### src/rtl/opstat_pkg.sv
package opstat_pkg;

  typedef enum logic [2:0] {
    OP_IDLE  = 3'd0,
    OP_PROG  = 3'd1,
    OP_ERASE = 3'd2,
    OP_ESUSP = 3'd3,
    OP_SPROG = 3'd4
  } op_e;

  localparam int BIT_POLL = 7;
  localparam int BIT_TGL  = 6;
  localparam int BIT_TO   = 5;
  localparam int BIT_ERS  = 3;
  localparam int BIT_SEL  = 2;

endpackage

### src/rtl/opstat_edge.sv
module opstat_edge (
  input  logic clk,
  input  logic rst,
  input  logic stb,
  output logic fall
);
  logic stb_q;

  always_ff @(posedge clk) begin
    if (rst) stb_q <= 1'b0;
    else     stb_q <= stb;
  end

  assign fall = stb_q & ~stb;

  AST_FALL_AFTER_HIGH: assert property (@(posedge clk) disable iff (rst)
    fall |-> $past(stb));
endmodule

### src/rtl/opstat_toggle.sv
module opstat_toggle (
  input  logic clk,
  input  logic rst,
  input  logic clr,
  input  logic flip,
  output logic q
);
  always_ff @(posedge clk) begin
    if (rst || clr) q <= 1'b0;
    else if (flip)  q <= ~q;
  end

  AST_TGL_CLEARED: assert property (@(posedge clk) disable iff (rst)
    clr |=> !q);
  AST_TGL_FLIPS: assert property (@(posedge clk) disable iff (rst)
    (flip && !clr) |=> q != $past(q));
  AST_TGL_HOLDS: assert property (@(posedge clk) disable iff (rst)
    (!flip && !clr) |=> $stable(q));
endmodule

### src/rtl/opstat_encode.sv
module opstat_encode
  import opstat_pkg::*;
#(
  parameter int ADDR_W = 8,
  parameter int DATA_W = 16,
  parameter int SECT_W = 2
) (
  input  op_e               op,
  input  logic              timeout,
  input  logic [ADDR_W-1:0] rd_addr,
  input  logic [ADDR_W-1:0] prog_addr,
  input  logic [DATA_W-1:0] prog_data,
  input  logic [SECT_W-1:0] susp_sector,
  input  logic [DATA_W-1:0] array_data,
  input  logic              t6,
  input  logic              t2,
  output logic              in_susp,
  output logic [DATA_W-1:0] word
);
  logic at_prog;

  assign at_prog = (rd_addr == prog_addr);
  assign in_susp = (rd_addr[ADDR_W-1 -: SECT_W] == susp_sector);

  always_comb begin
    word = '0;
    unique case (op)
      OP_PROG: begin
        word[BIT_POLL] = at_prog ? ~prog_data[BIT_POLL] : 1'b0;
        word[BIT_TGL]  = t6;
        word[BIT_TO]   = timeout;
        word[BIT_ERS]  = 1'b0;
        word[BIT_SEL]  = 1'b1;
      end
      OP_ERASE: begin
        word[BIT_POLL] = 1'b0;
        word[BIT_TGL]  = t6;
        word[BIT_TO]   = timeout;
        word[BIT_ERS]  = 1'b1;
        word[BIT_SEL]  = t2;
      end
      OP_ESUSP: begin
        if (in_susp) begin
          word[BIT_POLL] = 1'b1;
          word[BIT_TGL]  = 1'b1;
          word[BIT_SEL]  = t2;
        end else begin
          word = array_data;
        end
      end
      OP_SPROG: begin
        word[BIT_POLL] = at_prog ? ~prog_data[BIT_POLL] : 1'b0;
        word[BIT_TGL]  = t6;
        word[BIT_TO]   = timeout;
        word[BIT_SEL]  = (!at_prog && in_susp) ? t2 : 1'b1;
      end
      default: word = array_data;
    endcase
  end
endmodule

### src/rtl/opstat_gen.sv
module opstat_gen
  import opstat_pkg::*;
#(
  parameter int ADDR_W = 8,
  parameter int DATA_W = 16,
  parameter int SECT_W = 2
) (
  input  logic              clk,
  input  logic              rst,
  input  logic [2:0]        op_state,
  input  logic              timeout,
  input  logic              rd_stb,
  input  logic [ADDR_W-1:0] rd_addr,
  input  logic [ADDR_W-1:0] prog_addr,
  input  logic [DATA_W-1:0] prog_data,
  input  logic [SECT_W-1:0] susp_sector,
  input  logic [DATA_W-1:0] array_data,
  output logic [DATA_W-1:0] dout
);
  localparam int N_TGL = 2;

  op_e               op;
  op_e               op_prev;
  logic              rd_fall;
  logic              op_start;
  logic              in_susp;
  logic [N_TGL-1:0]  tgl_q;
  logic [N_TGL-1:0]  tgl_flip;
  logic [DATA_W-1:0] word;

  assign op = op_e'(op_state);

  always_ff @(posedge clk) begin
    if (rst) op_prev <= OP_IDLE;
    else     op_prev <= op;
  end

  assign op_start = (op_prev == OP_IDLE) && (op != OP_IDLE);

  opstat_edge u_edge (
    .clk  (clk),
    .rst  (rst),
    .stb  (rd_stb),
    .fall (rd_fall)
  );

  // index 0: bit 6 toggle, index 1: bit 2 toggle
  assign tgl_flip[0] = rd_fall &&
    (op == OP_PROG || op == OP_ERASE || op == OP_SPROG);
  assign tgl_flip[1] = rd_fall &&
    (op == OP_ERASE || ((op == OP_ESUSP || op == OP_SPROG) && in_susp));

  for (genvar g = 0; g < N_TGL; g++) begin : g_tgl
    opstat_toggle u_tgl (
      .clk  (clk),
      .rst  (rst),
      .clr  (op_start),
      .flip (tgl_flip[g]),
      .q    (tgl_q[g])
    );
  end

  opstat_encode #(
    .ADDR_W (ADDR_W),
    .DATA_W (DATA_W),
    .SECT_W (SECT_W)
  ) u_enc (
    .op          (op),
    .timeout     (timeout),
    .rd_addr     (rd_addr),
    .prog_addr   (prog_addr),
    .prog_data   (prog_data),
    .susp_sector (susp_sector),
    .array_data  (array_data),
    .t6          (tgl_q[0]),
    .t2          (tgl_q[1]),
    .in_susp     (in_susp),
    .word        (word)
  );

  always_ff @(posedge clk) begin
    if (rst) dout <= '0;
    else     dout <= word;
  end

  AST_RESET_CLEARS: assert property (@(posedge clk)
    rst |=> (dout == '0));
  AST_IDLE_PASS: assert property (@(posedge clk) disable iff (rst)
    (op == OP_IDLE) |=> (dout == $past(array_data)));
  AST_ERASE_FLAGS: assert property (@(posedge clk) disable iff (rst)
    (op == OP_ERASE) |=> (!dout[BIT_POLL] && dout[BIT_ERS]));
  AST_TIMEOUT_SHOWN: assert property (@(posedge clk) disable iff (rst)
    (op == OP_PROG || op == OP_ERASE || op == OP_SPROG)
      |=> (dout[BIT_TO] == $past(timeout)));
  AST_SUSP_OTHER_PASS: assert property (@(posedge clk) disable iff (rst)
    (op == OP_ESUSP && !in_susp) |=> (dout == $past(array_data)));
  AST_UNUSED_ZERO: assert property (@(posedge clk) disable iff (rst)
    (op == OP_PROG || op == OP_ERASE)
      |=> (dout[4] == 1'b0 && dout[1:0] == 2'b00));
endmodule

### config.mk
export PLATFORM = sky130hd
export DESIGN_NAME = opstat_gen
export DESIGN_NICKNAME = d
export VERILOG_FILES = /design/src/rtl/opstat_pkg.sv /design/src/rtl/opstat_edge.sv /design/src/rtl/opstat_toggle.sv /design/src/rtl/opstat_encode.sv /design/src/rtl/opstat_gen.sv
export SDC_FILE = /design/constraint.sdc
export NUM_CORES = 1
export LEC_CHECK = 0
export BUFFER_PORTS_ARGS = -buffer_cell sky130_fd_sc_hd__buf_2
export CAP_MARGIN = 20
export CORE_MARGIN = 5
export CORE_UTILIZATION = 25
export DETAILED_ROUTE_END_ITERATION = 6
export PLACE_DENSITY = 0.51
export SKIP_LAST_GASP = 1
export SLEW_MARGIN = 20
export SYNTH_ARGS = -nofsm -noshare
export SYNTH_HDL_FRONTEND = slang
export SYNTH_SLANG_ARGS = --single-unit
### constraint.sdc
create_clock -name clk -period 1.2 [get_ports clk]
set_input_delay 0 -clock clk [delete_from_list [all_inputs] [get_ports clk]]
set_output_delay 0 -clock clk [all_outputs]
set_load 0.01 [all_outputs]
Word-level counts from Yosys, hierarchy flattened
Index checks and enable logic that the tools add are counted.

operators by class
  multiplexer cells = 13
  bitwise gates (word level) = 5
  eq/ne operators = 6
  reductions and logical operators = 15

operators with widths
  operator                                                               number
  8-bit case mux with 2 select lines                                     1
  3-bit case mux with 3 select lines                                     1
  8-bit equality test                                                    1
  8-bit 2-to-1 mux                                                       1
  3-bit by 2-bit equality test with 1-bit output, second input constant  2
  1-bit logical AND                                                      5
  1-bit logical OR                                                       5
  2-bit 2-to-1 mux                                                       2
  1-bit NOT                                                              4
  1-bit case mux with 4 select lines                                     1
  2-bit case mux with 2 select lines                                     1
  3-bit by 1-bit equality test with 1-bit output, second input constant  1
  3-bit equality test, second input constant                             1
  3-bit logical NOT                                                      1
  1-bit 2-to-1 mux                                                       3
  3-bit 2-to-1 mux                                                       1
  1-bit case mux with 3 select lines                                     1
  3-bit nonzero test                                                     1
  3-bit OR reduction                                                     1
  2-bit equality test                                                    1
  1-bit case mux with 2 select lines                                     1
  2-bit OR reduction                                                     1
  1-bit AND                                                              1
  1-bit logical NOT                                                      1

storage, ports and cells
  register bits = 22
  logic and storage cells = 44

Longest topological paths before layout
Gate-level depths: netlist (run 1).

  word-level depth = 5
  gate-level depth with buffers = 6
  mapped depth without buffers = 4

By module
Synthesis (run 1) repeated with hierarchy kept, for this count alone.

second synthesis, totals
  cells, all modules = 124
  area total of the unflattened synthesis = 1216.2 µm²

by module, submodules not included
  module         instances  cells an instance  area each (µm²)  seq. area each (µm²)
  opstat_gen     1          49                 574.3            380.4
  opstat_encode  1          66                 529.3            0.0
  opstat_toggle  2          3                  38.8             20.0
  opstat_edge    1          3                  35.0             20.0

Least setup slack after synthesis (run 1)
OpenSTA, ideal clock, no wires.

  path kind = input to register
  start = input port op_state[2]
  end = register dout[10]
  data arrival time = 1.035 ns
  required time = 1.141 ns
  cell stages on the path = 6
  setup time = 0.059 ns
  path slack = 0.106 ns
  cells stage by stage = buf_2 or3_4 and3_4 nor3_2 buf_4 and2_1

on the way
  word-level cells in the longest chain between the ends = 3

ends and longest elaborated chain
  what                                                                    RTL line             text
  from (decl)                                                             opstat_gen.sv:10     input logic [2:0] op_state,
  3-bit by 1-bit equality test with 1-bit output (tied with other cells)  opstat_encode.sv:27  unique case (op)
  3-bit OR reduction (no line)                                            --
  8-bit case mux with 2 select lines (*)                                  opstat_encode.sv:27
  to (signal assigned)                                                    opstat_gen.sv:83     else dout <= word;
  to (decl)                                                               opstat_gen.sv:18     output logic [DATA_W-1:0] dout

Every way passes the cells marked *; elsewhere a longest branch is shown, timed or not.
A chain may end at the register's enable or synchronous reset.

Worst setup path after layout (run 1)
  start = register u_edge.stb_q
  end = register g_tgl[1].u_tgl.q

on the way
  word-level cells in the longest chain between the ends = 2

ends and longest elaborated chain
  what                    RTL line             text
  from (decl)             opstat_edge.sv:7     logic stb_q;
  from (signal assigned)  opstat_edge.sv:11    else stb_q <= stb;
  1-bit AND               opstat_edge.sv:14    assign fall = stb_q & ~stb;
  1-bit logical AND       opstat_gen.sv:50     assign tgl_flip[1] = rd_fall &&
  to (signal assigned)    opstat_toggle.sv:10  else if (flip) q <= ~q;
  to (decl)               opstat_toggle.sv:6   output logic q

No other way between the ends.

==> results of run 1 <==
synthesized netlist by cell type (all sizes together) (4+ instances only):
| master | instances | area [um2] |
|---|---|---|
| and2 | 12 | 75.07 |
| nor3 | 5 | 30.03 |
| xor2 | 8 | 70.07 |
| dfxtp | 22 | 440.4 |
| nand2 | 5 | 18.77 |
| nor2b | 5 | 31.28 |
| xnor2 | 4 | 35.03 |
layout by cell type (no fill, tap or decap), drive strengths merged:
master and count:
o32ai 1, nand2 5, a21oi 3, o21ai 3
a211oi 1, mux2i 2, a31oi 1, o22ai 1
dfxtp 22, dlygate4sd3 14, or3b 1, and2 12
clkbuf 3, maj3 1, nand4 3, xor2 8
buf 63, nand2b 3, nor2b 5, or3 1
inv 3, and3 1, nor4 2, and4 1
a21o 1, a21boi 2, xnor2 4, nand3 3
nor2 3, nor3 5
worst min path at each step:
stage / startpoint / to / slack (ns) / cells past startpoint
2_1_floorplan: array_data[0] / dout[0] / 0.12 / 1
3_3_place_gp: array_data[15] / dout[15] / 0.21 / 2
3_5_place_dp: array_data[8] / dout[8] / 0.21 / 2
4_1_cts: rd_stb / u_edge.stb_q / 0.004 / 2
5_1_grt: rd_stb / u_edge.stb_q / 0.03 / 2
6_report: rd_stb / u_edge.stb_q / 0.005 / 2
cell type report:
type,instances,area [um2]
multi-input combinational,73,488.0
inverter,3,11.26
tap,48,60.06
clock buffer,3,41.29
sequential,22,440.4
fill,386,2177
timing repair buffer,77,470.5
sequential cells by signal, indices dropped and copies added, names as in the netlist:
name	flops
dout	16
g_tgl.u_tgl.q	2
op_prev	3
u_edge.stb_q	1
stage by stage:
| step | util (%) | hold slack, ns | power [uW] | TNS [ns] | setup WS [ns] |
|---|---|---|---|---|---|
| final | 40.98 | 0.004987 | 1553 | 0 | 0.1666 |
| after global routing | 40.98 | 0.03141 | 1646 | 0 | 0.08782 |
| after CTS | 40.98 | 0.003626 | 1577 | 0 | 0.1595 |
| after detailed placement | 36.06 | 0.2063 | 1101 | -0.2096 | -0.02408 |
| after global placement | 36.06 | 0.2077 | 1094 | -0.0001908 | -0.0001908 |
| after floorplan | - | 0.1217 | 951.1 | 0 | 0.1063 |
logic make-up (layout without fill, tap and decap cells):
kind of cell / after synthesis / in the layout
flip-flops: 22 / 22
AND/OR/NAND/NOR: 45 / 45
adder cells (fa/ha/maj): 1 / 1
multiplexers: 2 / 2
buffers and inverters: 7 / 83
AO/OA/AOI/OAI: 13 / 13
XOR/XNOR: 12 / 12
layer usage:
layer  vias to the layer above  global-route usage (%)  share of wire [%]
met1                       399                   12.65                 44
li1                        497                       -                  -
met3                         4                   2.632                 10
met2                        42                   17.24                 45
met4                         0                   3.132                1.0
met5                         -                       0                  0
what timing repair did:
action / CTS / global route
setup endpoints to repair: 0 / 0
hold buffers: 14 / 0
endpoints found under the hold margin: 13 / 0
worst reg2reg max path, stage by stage (launching register included):
cell     delay, ns
dfxtp_1       0.33
nor2b_1       0.18
nand2_1       0.07
o32ai_1       0.17
mux2i_1       0.22
power by group through the flow:
| stage | clock network [uW] | logic, uW | registers (uW) |
|---|---|---|---|
| floorplan | 0 | 133 | 818 |
| global placement | 0 | 296 | 798 |
| detailed placement | 0 | 301 | 800 |
| CTS | 456 | 338 | 783 |
| global route | 483 | 374 | 788 |
| finish | 436 | 334 | 783 |
==> summary.txt, run 1 <==
Layout
  • Fin cells: 226
  • Ant. Diodes: 0
  • Final instance area: 1511 um2
  • Area grow syn2layout: 57.29%
  • Nets: 237
  • Share of cells above drive strength 1: 39.33%

Worst hold path
  • Min-delay worst type: input port to flip-flop

Clocking
  • Skew-Pair Late Insertion Delay: 0.25 ns
  • # H-tree levels: 1
  • CTS max path bufs: 2
  • CTS tree: yes
  • Sink Count: 22
  • Clock Root Buffer: clkbuf_8
  • CTS Buf Count: 3
  • Post-CTS resize count: 0
  • # Post-CTS Setup Buffers: 0
  • Reg clk slew, reported paths: 0.07 ns

Yosys
  • Adder-cell share of the synthesized area: 1.042%
  • Post-synthesis compound-gate area fraction: 8.464%
  • EDFF count, synth: 0
  • Post-synthesis mux area share: 2.083%
  • Syn Area/Cell: 9.421 um2
  • Yosys reg bits: 22
  • Synth cell types: 31
  • Synthesized Nets: 159
  • Netlist Area Pre-Place: 960.9 um2
  • Post-synthesis cell count: 102
  • Synth Area in Simple Gates: 28.26%
  • Combinational family with the most area after synthesis: simple AND/OR/NAND/NOR gates
  • Synth warnings: 0
  • Async set-reset flop share out of synthesis: 0%
  • Xor/xnor share of the synthesized area: 10.94%
  • Sequential area share after synthesis: 45.83%
  • Commonest register cell after synthesis: dfxtp_1

Timing
  • Final Skew: 0.004591 ns
  • Hold Fails Final Rpt: 0
  • Setup violators final: 0
  • Max-slew headroom: 75.13%
  • Post-route minimum period: 1.033 ns
  • RSZ-0062 raised after global routing: no
  • Final Slew Violations: 0
  • Period utilization: 86.12%
  • Worst slew pin tran: 0.3697 ns
  • Achievable Freq: 967.6 MHz

Routing
  • # DRC: 0
  • Vias: 942
  • Pre-antenna DRT Iters: 3
  • Drt total wl: 2501 um
  • Iter 0 DRT Violations: 5
  • Routed WL per cell: 11.07 um
  • Final antenna-violating net count: 0
  • Vias per cell: 4.168

Setup path
  • R2R depth: 4
  • Stages on worst setup path: 4
  • Reg-to-Reg End: g_tgl[1].u_tgl.q
  • Crit end category: flip-flop
  • Worst path bufs/invs: 0
  • Worst Setup SP: u_edge.stb_q
  • CP Cell Sequence: nor2b_1 -> nand2_1 -> o32ai_1 -> mux2i_1
  • Startpoint types: flip-flop
  • Slowest Stage Delay on Critical Path: 0.33 ns
  • Reg2reg start: u_edge.stb_q
  • Crit Path Max Fanout: 2
  • Critical Path AT: 1.22 ns
  • Family with the most delay on the worst path: flip-flops
  • R2r setup slk: 0.17 ns
  • WS Path Type: flip-flop to flip-flop
  • Cell at the slowest stage of the critical path: dfxtp_1
  • Critical path required time: 1.38 ns
  • Crit path to: g_tgl[1].u_tgl.q

GRT
  • Aggregate global-route resource usage: 10.18%
  • Largest net degree at the start of global routing: 13
  • Vias in the first global route: 994
  • GR Overflow Total: 0
  • First-pass GRT wire length: 4209 um
  • Initial antenna violation count: 0

Placed design
  • Port bufs: 57
  • HPWL reported at the end of detailed placement: 1989 um
  • Cell Area, Placed: 1330 um2
  • Final Wtd Congestion: 0.7940
  • Placed Instances: 209

Run
  • Max cap viols: 0

Power and ir drop
  • Seq pwr share: 50.4%
  • Net switching share of the total power: 23.92%
  • P_leak: 0.0007172 uW
  • Comb pwr share: 21.5%
  • Clock network power share: 28.1%
  • Power density cells: 1028 nW/um2
  • Internal power: 1182 uW
  • Maximum vdd drop: 0.3307 mV
  • Sw power: 371.5 uW

Floorplan
  • Die X: 72.00 um
  • Die Area: 5183 um2
  • Row count: 22
  • Io pins: 73
  • Die height: 72.00 um
  • Effective utilization at floorplan: 26.05%
  • CORE AREA: 3689 um2

Outcome
  • Status: finished clean
Note: power is estimated with default switching activity, not from simulation.
==> run 2: changes to the inputs <==
--- a/config.mk
+++ b/config.mk
@@ -5,12 +5,12 @@
 export SDC_FILE = /design/constraint.sdc
 export NUM_CORES = 1
 export LEC_CHECK = 0
+export ABC_AREA = 1
 export BUFFER_PORTS_ARGS = -buffer_cell sky130_fd_sc_hd__buf_2
 export CAP_MARGIN = 20
 export CORE_MARGIN = 5
 export CORE_UTILIZATION = 25
 export DETAILED_ROUTE_END_ITERATION = 6
-export PLACE_DENSITY = 0.51
 export SKIP_LAST_GASP = 1
 export SLEW_MARGIN = 20
 export SYNTH_ARGS = -nofsm -noshare
==> run 2 against run 1 <==
Net effect:
- wire length rose by 1.4%
- critical path type is now input port to flip-flop
- setup slack improved by 0.054 ns
- global-route usage fell by 0.74 points
- highest routed layer unchanged
- combinational power rose by 12%
- hold slack improved by 0.0011 ns
- clock power rose by 20%
==> summary.txt, run 2 <==
Floorplan
  • Die Area: 5636 um2 (+8.7%)
  • CORE AREA: 4058 um2 (+10%)
  • Die X: 75.07 um (+4.3%)
  • Io pins: 73 (unchanged)
  • Die height: 75.07 um (+4.3%)
  • Effective utilization at floorplan: 26.09% (+0.035 points)
  • Row count: 23 (+4.5%)

Timing
  • Hold Fails Final Rpt: 0 (unchanged)
  • Period utilization: 81.63% (-4.5 points)
  • RSZ-0062 raised after global routing: no
  • Max-slew headroom: 70.91% (-4.2 points)
  • Final Slew Violations: 0 (unchanged)
  • Setup violators final: 0 (unchanged)
  • Post-route minimum period: 0.9796 ns (-0.05388 ns)
  • Achievable Freq: 1021 MHz (+5.5%)
  • Setup total negative slack: 0 ns (unchanged)
  • Worst slew pin tran: 0.4307 ns (+0.06091 ns)
  • Final Skew: 0.001807 ns (-0.002784 ns)

Yosys
  • Ranking of synthesized cells by area: dfxtp_1 (42%), nand2_1 (13%), nor2_4 (13%)
  • Post-synthesis cell count: 134 (+31%)
  • Post-synth top cells: nand2_1 (37), dfxtp_1 (22), inv_1 (13)
  • Synthesized Nets: 191 (+20%)
  • Commonest register cell after synthesis: dfxtp_1
  • Syn Area/Cell: 7.899 um2 (-16%)
  • Top-area cell type share of the netlist area: 41.61% (-4.2 points)
  • Yosys reg bits: 22 (unchanged)
  • Area leader, netlist: dfxtp_1
  • EDFF count, synth: 0 (unchanged)
  • Netlist Area Pre-Place: 1059 um2 (+10%)
  • Sequential area share after synthesis: 41.61% (-4.2 points)
  • Synth warnings: 0 (unchanged)
  • Synth cell types: 21 (-32%)
  • Most frequent cell after synthesis: nand2_1
  • Async set-reset flop share out of synthesis: 0% (unchanged)

Power and ir drop
  • P_leak: 0.0007689 uW (+7.2%)
  • Maximum vdd drop: 0.3912 mV (+18%)
  • Power density cells: 1101 nW/um2 (+7.2%)

Clocking
  • Post-CTS resize count: 0 (unchanged)
  • CTS Buf Count: 3 (unchanged)
  • # Post-CTS Setup Buffers: 0 (unchanged)
  • Cts hold-fix bufs: 5 (-9)
  • Clock Root Buffer: clkbuf_8
  • Reg clk slew, reported paths: 0.08 ns (about the same)
  • Sink Count: 22 (unchanged)
  • Skew-Pair Late Insertion Delay: 0.26 ns (about the same)
  • CTS max path bufs: 2 (unchanged)
  • CTS tree: yes
  • # H-tree levels: 1 (unchanged)

Routing
  • Final antenna-violating net count: 0 (unchanged)
  • Vias: 1,028 (+9.1%)
  • # DRC: 0 (unchanged)
  • Pre-antenna DRT Iters: 4 (+1)
  • Iter 0 DRT Violations: 62 (+57)
  • Vias per cell: 4.096 (-1.7%)
  • Drt total wl: 2536 um (+1.4%)
  • Routed WL per cell: 10.10 um (-8.7%)

GRT
  • Initial antenna violation count: 0 (unchanged)
  • GR Overflow Total: 0 (unchanged)
  • Largest net degree at the start of global routing: 13 (unchanged)
  • First-pass GRT wire length: 4050 um (-3.8%)
  • Aggregate global-route resource usage: 9.448% (-0.74 points)
  • Vias in the first global route: 1,000 (+0.60%)

Placed design
  • Final Wtd Congestion: 0.7397 (-6.8%)
  • HPWL reported at the end of detailed placement: 2088 um (+5.0%)
  • Placed Instances: 242 (+16%)
  • Port bufs: 57 (unchanged)

Layout
  • Top Registers: dout x16, op_prev x3, g_tgl.u_tgl.q x2
  • Share of cells above drive strength 1: 41.79% (+2.5 points)
  • Area grow syn2layout: 44.21%
  • Commonest non-fill, non-tap cell in the layout: buf_2
  • Most frequent cells in the layout: buf_2 (57), nand2_1 (37), dfxtp_1 (22)
  • Largest register by flop count: dout
  • Fin cells: 251 (+11%)
  • Ant. Diodes: 0 (unchanged)
  • Largest register FFs: 16 (unchanged)
  • Nets: 259 (+9.3%)

Setup path
  • Reg2reg start: op_prev[1]
  • WS Path Type: input port to flip-flop
  • Critical Path AT: 1.17 ns (-0.05 ns)
  • Reg-to-Reg End: g_tgl[0].u_tgl.q
  • Crit end category: flip-flop
  • CP Cell Sequence: dlygate4sd3_1 -> buf_2 -> inv_1 -> nand3_1 -> or2_1 -> a21oi_1
  • Startpoint types: input port
  • Cell at the slowest stage of the critical path: dlygate4sd3_1
  • Critical path required time: 1.39 ns (about the same)
  • Crit Path Max Fanout: 4 (+2)
  • R2r setup slk: 0.22 ns (+0.05 ns)
  • Slowest Stage Delay on Critical Path: 0.53 ns (+0.20 ns)
  • R2R depth: 2 (-2)

Worst hold path
  • Hold Startpoint: rst
  • Hold path depth: 2 (unchanged)
  • Sink of the worst hold path: dout[5]
  • Min-delay worst type: input port to flip-flop

Run
  • Max cap viols: 0 (unchanged)

Outcome
  • Status: finished clean
==> run 2: cells by family (layout without fill, tap and decap cells) <==
logic type                after synthesis  count (layout)  synth area share, %
AOI/OAI and AO/OA                      13              13                6.973
buffers and inverters                  20              87                8.629
xor gates and xnor gates                7               7                5.792
and+or+nand+nor                        72              72                37.00
DFF                                    22              22                41.61
==> run 2: worst max path at each step <==
stage	from	to	slack (ns)	cells after the start
global placement	rd_addr[6]	dout[0]	0.09	8
finish	rd_stb	g_tgl[0].u_tgl.q	0.22	6
floorplan	susp_sector[0]	dout[10]	0.33	7
global route	op_prev[1]	g_tgl[1].u_tgl.q	0.13	2
CTS	op_prev[1]	g_tgl[1].u_tgl.q	0.23	2
detailed placement	rd_addr[7]	dout[0]	0.05	8
==> run 2: cell type report <==
cell class | instances | area (um2)
Multi-Input combinational cell | 92 | 526.8
Inverter | 17 | 63.81
Fill cell | 431 | 2531
Clock buffer | 4 | 55.05
Tap cell | 50 | 62.56
Sequential cell | 22 | 440.4
Timing Repair Buffer | 66 | 377.9
==> run 2: metal layers <==
metal / share of wire [%] / vias up / track usage (%)
met5: 0 / - / 0
met4: 1.1 / 0 / 4.743
met3: 7.8 / 4 / 2.136
met2: 51 / 36 / 17.31
met1: 40 / 445 / 10.05
li1: - / 543 / -
==> run 2: per-stage QoR <==
step / utilization [%] / power [uW] / hold WS, ns / instance area [um2] / worst slack [ns]
final: 37.62 / 1681 / 0.006099 / 1526 / 0.2204
after global routing: 37.62 / 1776 / 0.004110 / 1526 / 0.1300
after CTS: 37.62 / 1709 / 0.001142 / 1526 / 0.2257
after detailed placement: 35.03 / 1169 / 0.2373 / 1421 / 0.05209
after global placement: 35.03 / 1161 / 0.2360 / 1421 / 0.08904
after floorplan: - / 1015 / 0.1283 / 1059 / 0.3301
==> run 2: critical path, delay by kind of cell <==
kind	cells	cell delay, ns
buffers and inverters	3	0.75
and+or+nand+nor	2	0.32
AOI/OAI and AO/OA	1	0.11
==> run 2: power by group <==
group	total [uW]	internal (uW)	switching [uW]
Sequential	782	772	10.1
Clock	524	292	232
Combinational	374	178	196
